--- config.mk ---
export PLATFORM = sky130hd
export DESIGN_NAME = lcd_timing_gen
export DESIGN_NICKNAME = d
export VERILOG_FILES = /design/src/rtl/lcd_timing_gen.sv
export SDC_FILE = /design/constraint.sdc
export NUM_CORES = 1
export LEC_CHECK = 0
export ABC_AREA = 1
export BUFFER_PORTS_ARGS = -buffer_cell sky130_fd_sc_hd__buf_2
export CAP_MARGIN = 15
export CORE_ASPECT_RATIO = 1.25
export CORE_MARGIN = 4
export CORE_UTILIZATION = 60
export CTS_BUF_LIST = sky130_fd_sc_hd__clkbuf_8
export DETAILED_ROUTE_END_ITERATION = 6
export PLACE_DENSITY = 0.88
export REMOVE_ABC_BUFFERS = 1
export SETUP_SLACK_MARGIN = 0.5
export SLEW_MARGIN = 15
export SYNTH_ARGS = -nofsm -noshare
export SYNTH_HDL_FRONTEND = slang
export SYNTH_SLANG_ARGS = --single-unit
--- constraint.sdc ---
create_clock -name clk -period 5.7 [get_ports clk]
set_clock_uncertainty 0.1 [all_clocks]
set_input_delay 1.14 -clock clk [delete_from_list [all_inputs] [get_ports clk]]
set_output_delay 1.14 -clock clk [all_outputs]
set_load 0.02 [all_outputs]
--- src/rtl/lcd_timing_gen.sv ---
module lcd_timing_gen #(
  parameter int CW = 12,
  parameter int AW = 32
) (
  input  logic          clk,
  input  logic          rst_n,
  input  logic          run,
  input  logic          sync_on,
  input  logic          vs_in_lines,
  input  logic          pol_hs,
  input  logic          pol_vs,
  input  logic          pol_de,
  input  logic [CW-1:0] line_period,
  input  logic [CW-1:0] hs_width,
  input  logic [CW-1:0] h_wait,
  input  logic [CW-1:0] h_valid,
  input  logic [CW-1:0] frame_lines,
  input  logic [CW-1:0] vs_width,
  input  logic [CW-1:0] v_wait,
  input  logic [CW-1:0] v_valid,
  input  logic [AW-1:0] next_addr,
  output logic          hs_o,
  output logic          vs_o,
  output logic          de_o,
  output logic          pix_req_o,
  output logic          sof_o,
  output logic          busy_o,
  output logic [AW-1:0] cur_addr_o
);

  localparam int EW = CW + 1;

  logic          act;
  logic [CW-1:0] hc, vc, fc;
  logic          hs_a, vs_a, de_a, sof_q;
  logic [AW-1:0] cur_q;

  logic line_end, frame_end, frame_start;
  logic h_sync, v_sync, h_in, v_in;
  logic [EW-1:0] h_stop, v_stop;

  assign line_end    = hc == line_period - 1'b1;
  assign frame_end   = line_end && (vc == frame_lines - 1'b1);
  assign frame_start = act && hc == '0 && vc == '0;

  assign h_stop = {1'b0, h_wait} + {1'b0, h_valid};
  assign v_stop = {1'b0, v_wait} + {1'b0, v_valid};

  assign h_sync = hc < hs_width;
  assign v_sync = vs_in_lines ? (vc < vs_width) : (fc < vs_width);
  assign h_in   = (hc >= h_wait) && ({1'b0, hc} < h_stop);
  assign v_in   = (vc >= v_wait) && ({1'b0, vc} < v_stop);

  always_ff @(posedge clk or negedge rst_n) begin
    if (!rst_n) begin
      act <= 1'b0;
      hc  <= '0;
      vc  <= '0;
      fc  <= '0;
    end else if (!act) begin
      act <= run;
      hc  <= '0;
      vc  <= '0;
      fc  <= '0;
    end else begin
      hc <= line_end ? '0 : hc + 1'b1;
      if (line_end)
        vc <= frame_end ? '0 : vc + 1'b1;
      if (frame_end)
        fc <= '0;
      else if (fc != '1)
        fc <= fc + 1'b1;
      if (frame_end && !run)
        act <= 1'b0;
    end
  end

  always_ff @(posedge clk or negedge rst_n) begin
    if (!rst_n) begin
      hs_a  <= 1'b0;
      vs_a  <= 1'b0;
      de_a  <= 1'b0;
      sof_q <= 1'b0;
      cur_q <= '0;
    end else begin
      hs_a  <= act && sync_on && h_sync;
      vs_a  <= act && sync_on && v_sync;
      de_a  <= pix_req_o;
      sof_q <= frame_start;
      if (frame_start)
        cur_q <= next_addr;
    end
  end

  assign pix_req_o  = act && h_in && v_in;
  assign hs_o       = ~(hs_a ^ pol_hs);
  assign vs_o       = ~(vs_a ^ pol_vs);
  assign de_o       = ~(de_a ^ pol_de);
  assign sof_o      = sof_q;
  assign busy_o     = act;
  assign cur_addr_o = cur_q;

endmodule

==> results.py <==
metrics = {
    "floorplan": {
        "dieWidth_um": 108,
        "rows": 45,
        "core_um2": 12200,
        "start_util_pct": 61.3,
        "die_y_um": 133,
        "io_pins": 174,
        "dieArea_um2": 14300,
    },
    "routing": {
        "post_drt_wl_per_cell_um": 13.4,
        "vias": 7521,
        "drcViolationCount": 0,
        "routed_wl_um": 19100,
        "first_iter_violations": 470,
        "viasPerCell": 5.28,
        "ant_nets": 0,
        "drt_pass1_iterations": 5,
    },
    "synth": {
        "ys.flop_type": "dfrtp_1",
        "ys_ff_latch": 73,
        "synth_xor_area_share_pct": 6.70,
        "synth_top_family_by_area": "simple AND/OR/NAND/NOR gates",
        "post_synth_num_cell_types": 39,
        "yosysSeqAreaShare_pct": 24.5,
        "synthCells": 1082,
        "synthMuxAreaShare_pct": 0,
        "synth_edf_count": 0,
        "netlist_area_um2": 7460,
        "synth_compound_area_share_pct": 8.81,
        "synth-simple-area-share_pct": 32.0,
        "async_flop_share_pct": 100,
        "synth_fa_ha_area_share_pct": 19.0,
        "synth.avg_cell_area_um2": 6.89,
        "yosysWarnings": 0,
    },
    "run": {
        "maxCapViolCount": 0,
    },
    "placed_design": {
        "port_buffers": 173,
        "hpwlAfterDp_um": 15600,
        "globalplace.congestion": 0.912,
    },
    "finish": {
        "drive_gt1_share_pct": 17.7,
        "utilization_pct": 71.1,
        "final_common_cell": "nand2_1",
        "final_cell_mix": "307 x nand2_1, 173 x buf_2, 153 x inv_1",
        "antenna_cells": 0,
        "nNetsFinal": 1503,
        "area_growth_pct": 16.0,
    },
    "clock_tree": {
        "cts.sinks": 73,
        "clk_latency_ns": 0.35,
        "post-cts-setup-buffers": 0,
        "tritoncts": "built",
        "clockBufferDepth": 2,
        "htreeDepth": 3,
        "numCtsBuffers": 9,
        "cts.clk_slew.worst_paths_ns": 0.09,
        "cts_root_buffer": "clkbuf_8",
    },
    "worst_setup_path": {
        "worstPathMaxFanout": 4,
        "crit_required_ns": 4.46,
        "worst_setup_path_start_kind": "input pin",
        "cp.arrival_ns": 3.76,
        "critical_path_class": "input pin to output pin",
        "end_kind": "output pin",
    },
    "sta": {
        "fin_crit_sh_pct": 87.7,
        "drv_slew": 0,
        "hold_viol": 0,
        "max_freq_ghz": 0.200,
        "finalSetupTns_ns": 0,
        "slew_headroom_pct": 47.3,
        "fin_crit_ns": 5.00,
        "finalSetupViolations": 0,
        "grt_setup_unrepaired": "no",
        "worst_pin_slew_ns": 0.791,
    },
    "global_routing": {
        "grt.total_usage_pct": 26.7,
        "antenna_found_initial": 0,
        "grt_pass1_wl_um": 31700,
        "grt_pass1_vias": 7163,
        "overflow": 0,
        "grt_max_degree": 39,
    },
    "power": {
        "p_per_area_nw_per_um2": 268,
        "irDropWorstVdd_mv": 0.294,
        "leakage_nw": 5.02,
    },
    "outcome": {
        "status": "complete, no violations",
    },
    "worst_hold_path": {
        "hold_path_class": "flop to flop",
    },
}
==> final cells by class <==
cell class / count / area (um2)
clock inverters: 7 / 58.8
repair buffers: 176 / 888
flip-flops and latches: 73 / 1830
clock buffers: 9 / 124
inverters: 155 / 582
fillers: 1083 / 3510
well taps: 164 / 205
multi-input cells: 840 / 4960
==> cells in the mapped netlist (6+ instances only) <==
library cell  number  area share (%)
nand2_1          307              15
nand3_1           75             5.0
a21o_1             6            0.60
nor2_1            89             4.5
xnor2_1           20             2.3
a21oi_1           65             4.4
nor3_1            16             1.1
clkbuf_1           7            0.35
ha_1             110              18
dfrtp_1           73              25
nor2_2            13             1.1
xor2_1            37             4.3
o21ai_0           30             2.0
inv_1            153             7.7
nand4_1           28             2.3
==> where the power goes <==
group / switching, mW / total (mW) / internal (mW)
registers: 0.155 / 0.834 / 0.678
logic: 0.666 / 1.10 / 0.433
clock network: 0.217 / 0.382 / 0.166
total: 1.04 / 2.31 / 1.28
==> worst paths after layout <==
check                                      startpoint                    endpoint  slack, ns  cells after the start
max                                         v_wait[0]                   pix_req_o       0.70                     14
min                        cur_addr_o[25]$_DFFE_PN0P_  cur_addr_o[25]$_DFFE_PN0P_       0.38                      2
max reg2reg                           hc[0]$_DFF_PN0_  cur_addr_o[13]$_DFFE_PN0P_       3.27                      9
min reg2reg                cur_addr_o[25]$_DFFE_PN0P_  cur_addr_o[25]$_DFFE_PN0P_       0.38                      2
max in group asynchronous                       rst_n             hc[7]$_DFF_PN0_       3.73                      2
min in group asynchronous                       rst_n  cur_addr_o[25]$_DFFE_PN0P_       0.77                      1
==> kinds of logic (layout without fill, tap and decap cells) <==
kind of cell,after synthesis,after routing
AO/OA/AOI/OAI,119,119
XOR/XNOR,57,57
adder cells (fa/ha/maj),112,112
buffers and inverters,169,347
flip-flops,73,73
AND/OR/NAND/NOR,552,552
==> stage by stage <==
| stage | total power [mW] | setup slack [ns] | hold slack [ns] | instances | area, um2 |
|---|---|---|---|---|---|
| 2_1_floorplan | 1.57 | 0.880 | 0.354 | 1068 | 7370 |
| 3_3_place_gp | 1.89 | 0.540 | 0.357 | 1408 | 8460 |
| 3_5_place_dp | 1.94 | 0.443 | 0.360 | 1408 | 8460 |
| 4_1_cts | 2.33 | 0.600 | 0.383 | 1424 | 8640 |
| 5_1_grt | 2.53 | 0.524 | 0.401 | 1424 | 8650 |
| 6_report | 2.31 | 0.701 | 0.380 | 1424 | 8650 |
==> worst max-delay path: stages <==
cell and delay [ns]:
buf_2 0.11, ha_1 0.24, fa_1 0.41, nand3_1 0.08, nand2_1 0.12, a21o_1 0.21, a31oi_1 0.17, xor2_1 0.18
ha_1 0.26, a21o_1 0.17, a21oi_1 0.14, nand3_1 0.14, nor2_1 0.19, buf_2 0.20
==> sequential cells by signal, indices dropped and copies added (netlist names) <==
name        cells
hc             12
vs_a            1
sof_o           1
busy_o          1
vc             12
de_a            1
fc             12
cur_addr_o     32
hs_a            1
==> per-layer routing <==
layer	global-route usage (%)	vias up	part of all wire, %
li1	-	3857	-
met4	7.37	0	2.1
met5	0	-	0
met1	32.1	3438	41
met2	49.0	193	52
met3	3.61	33	4.7
==> what timing repair did <==
action                                  4_1_cts  5_1_grt
hold buffers                                  0        0
endpoints found under the setup margin        1        1
resized for setup                             1        2
Note: power is estimated with default switching activity, not from simulation.
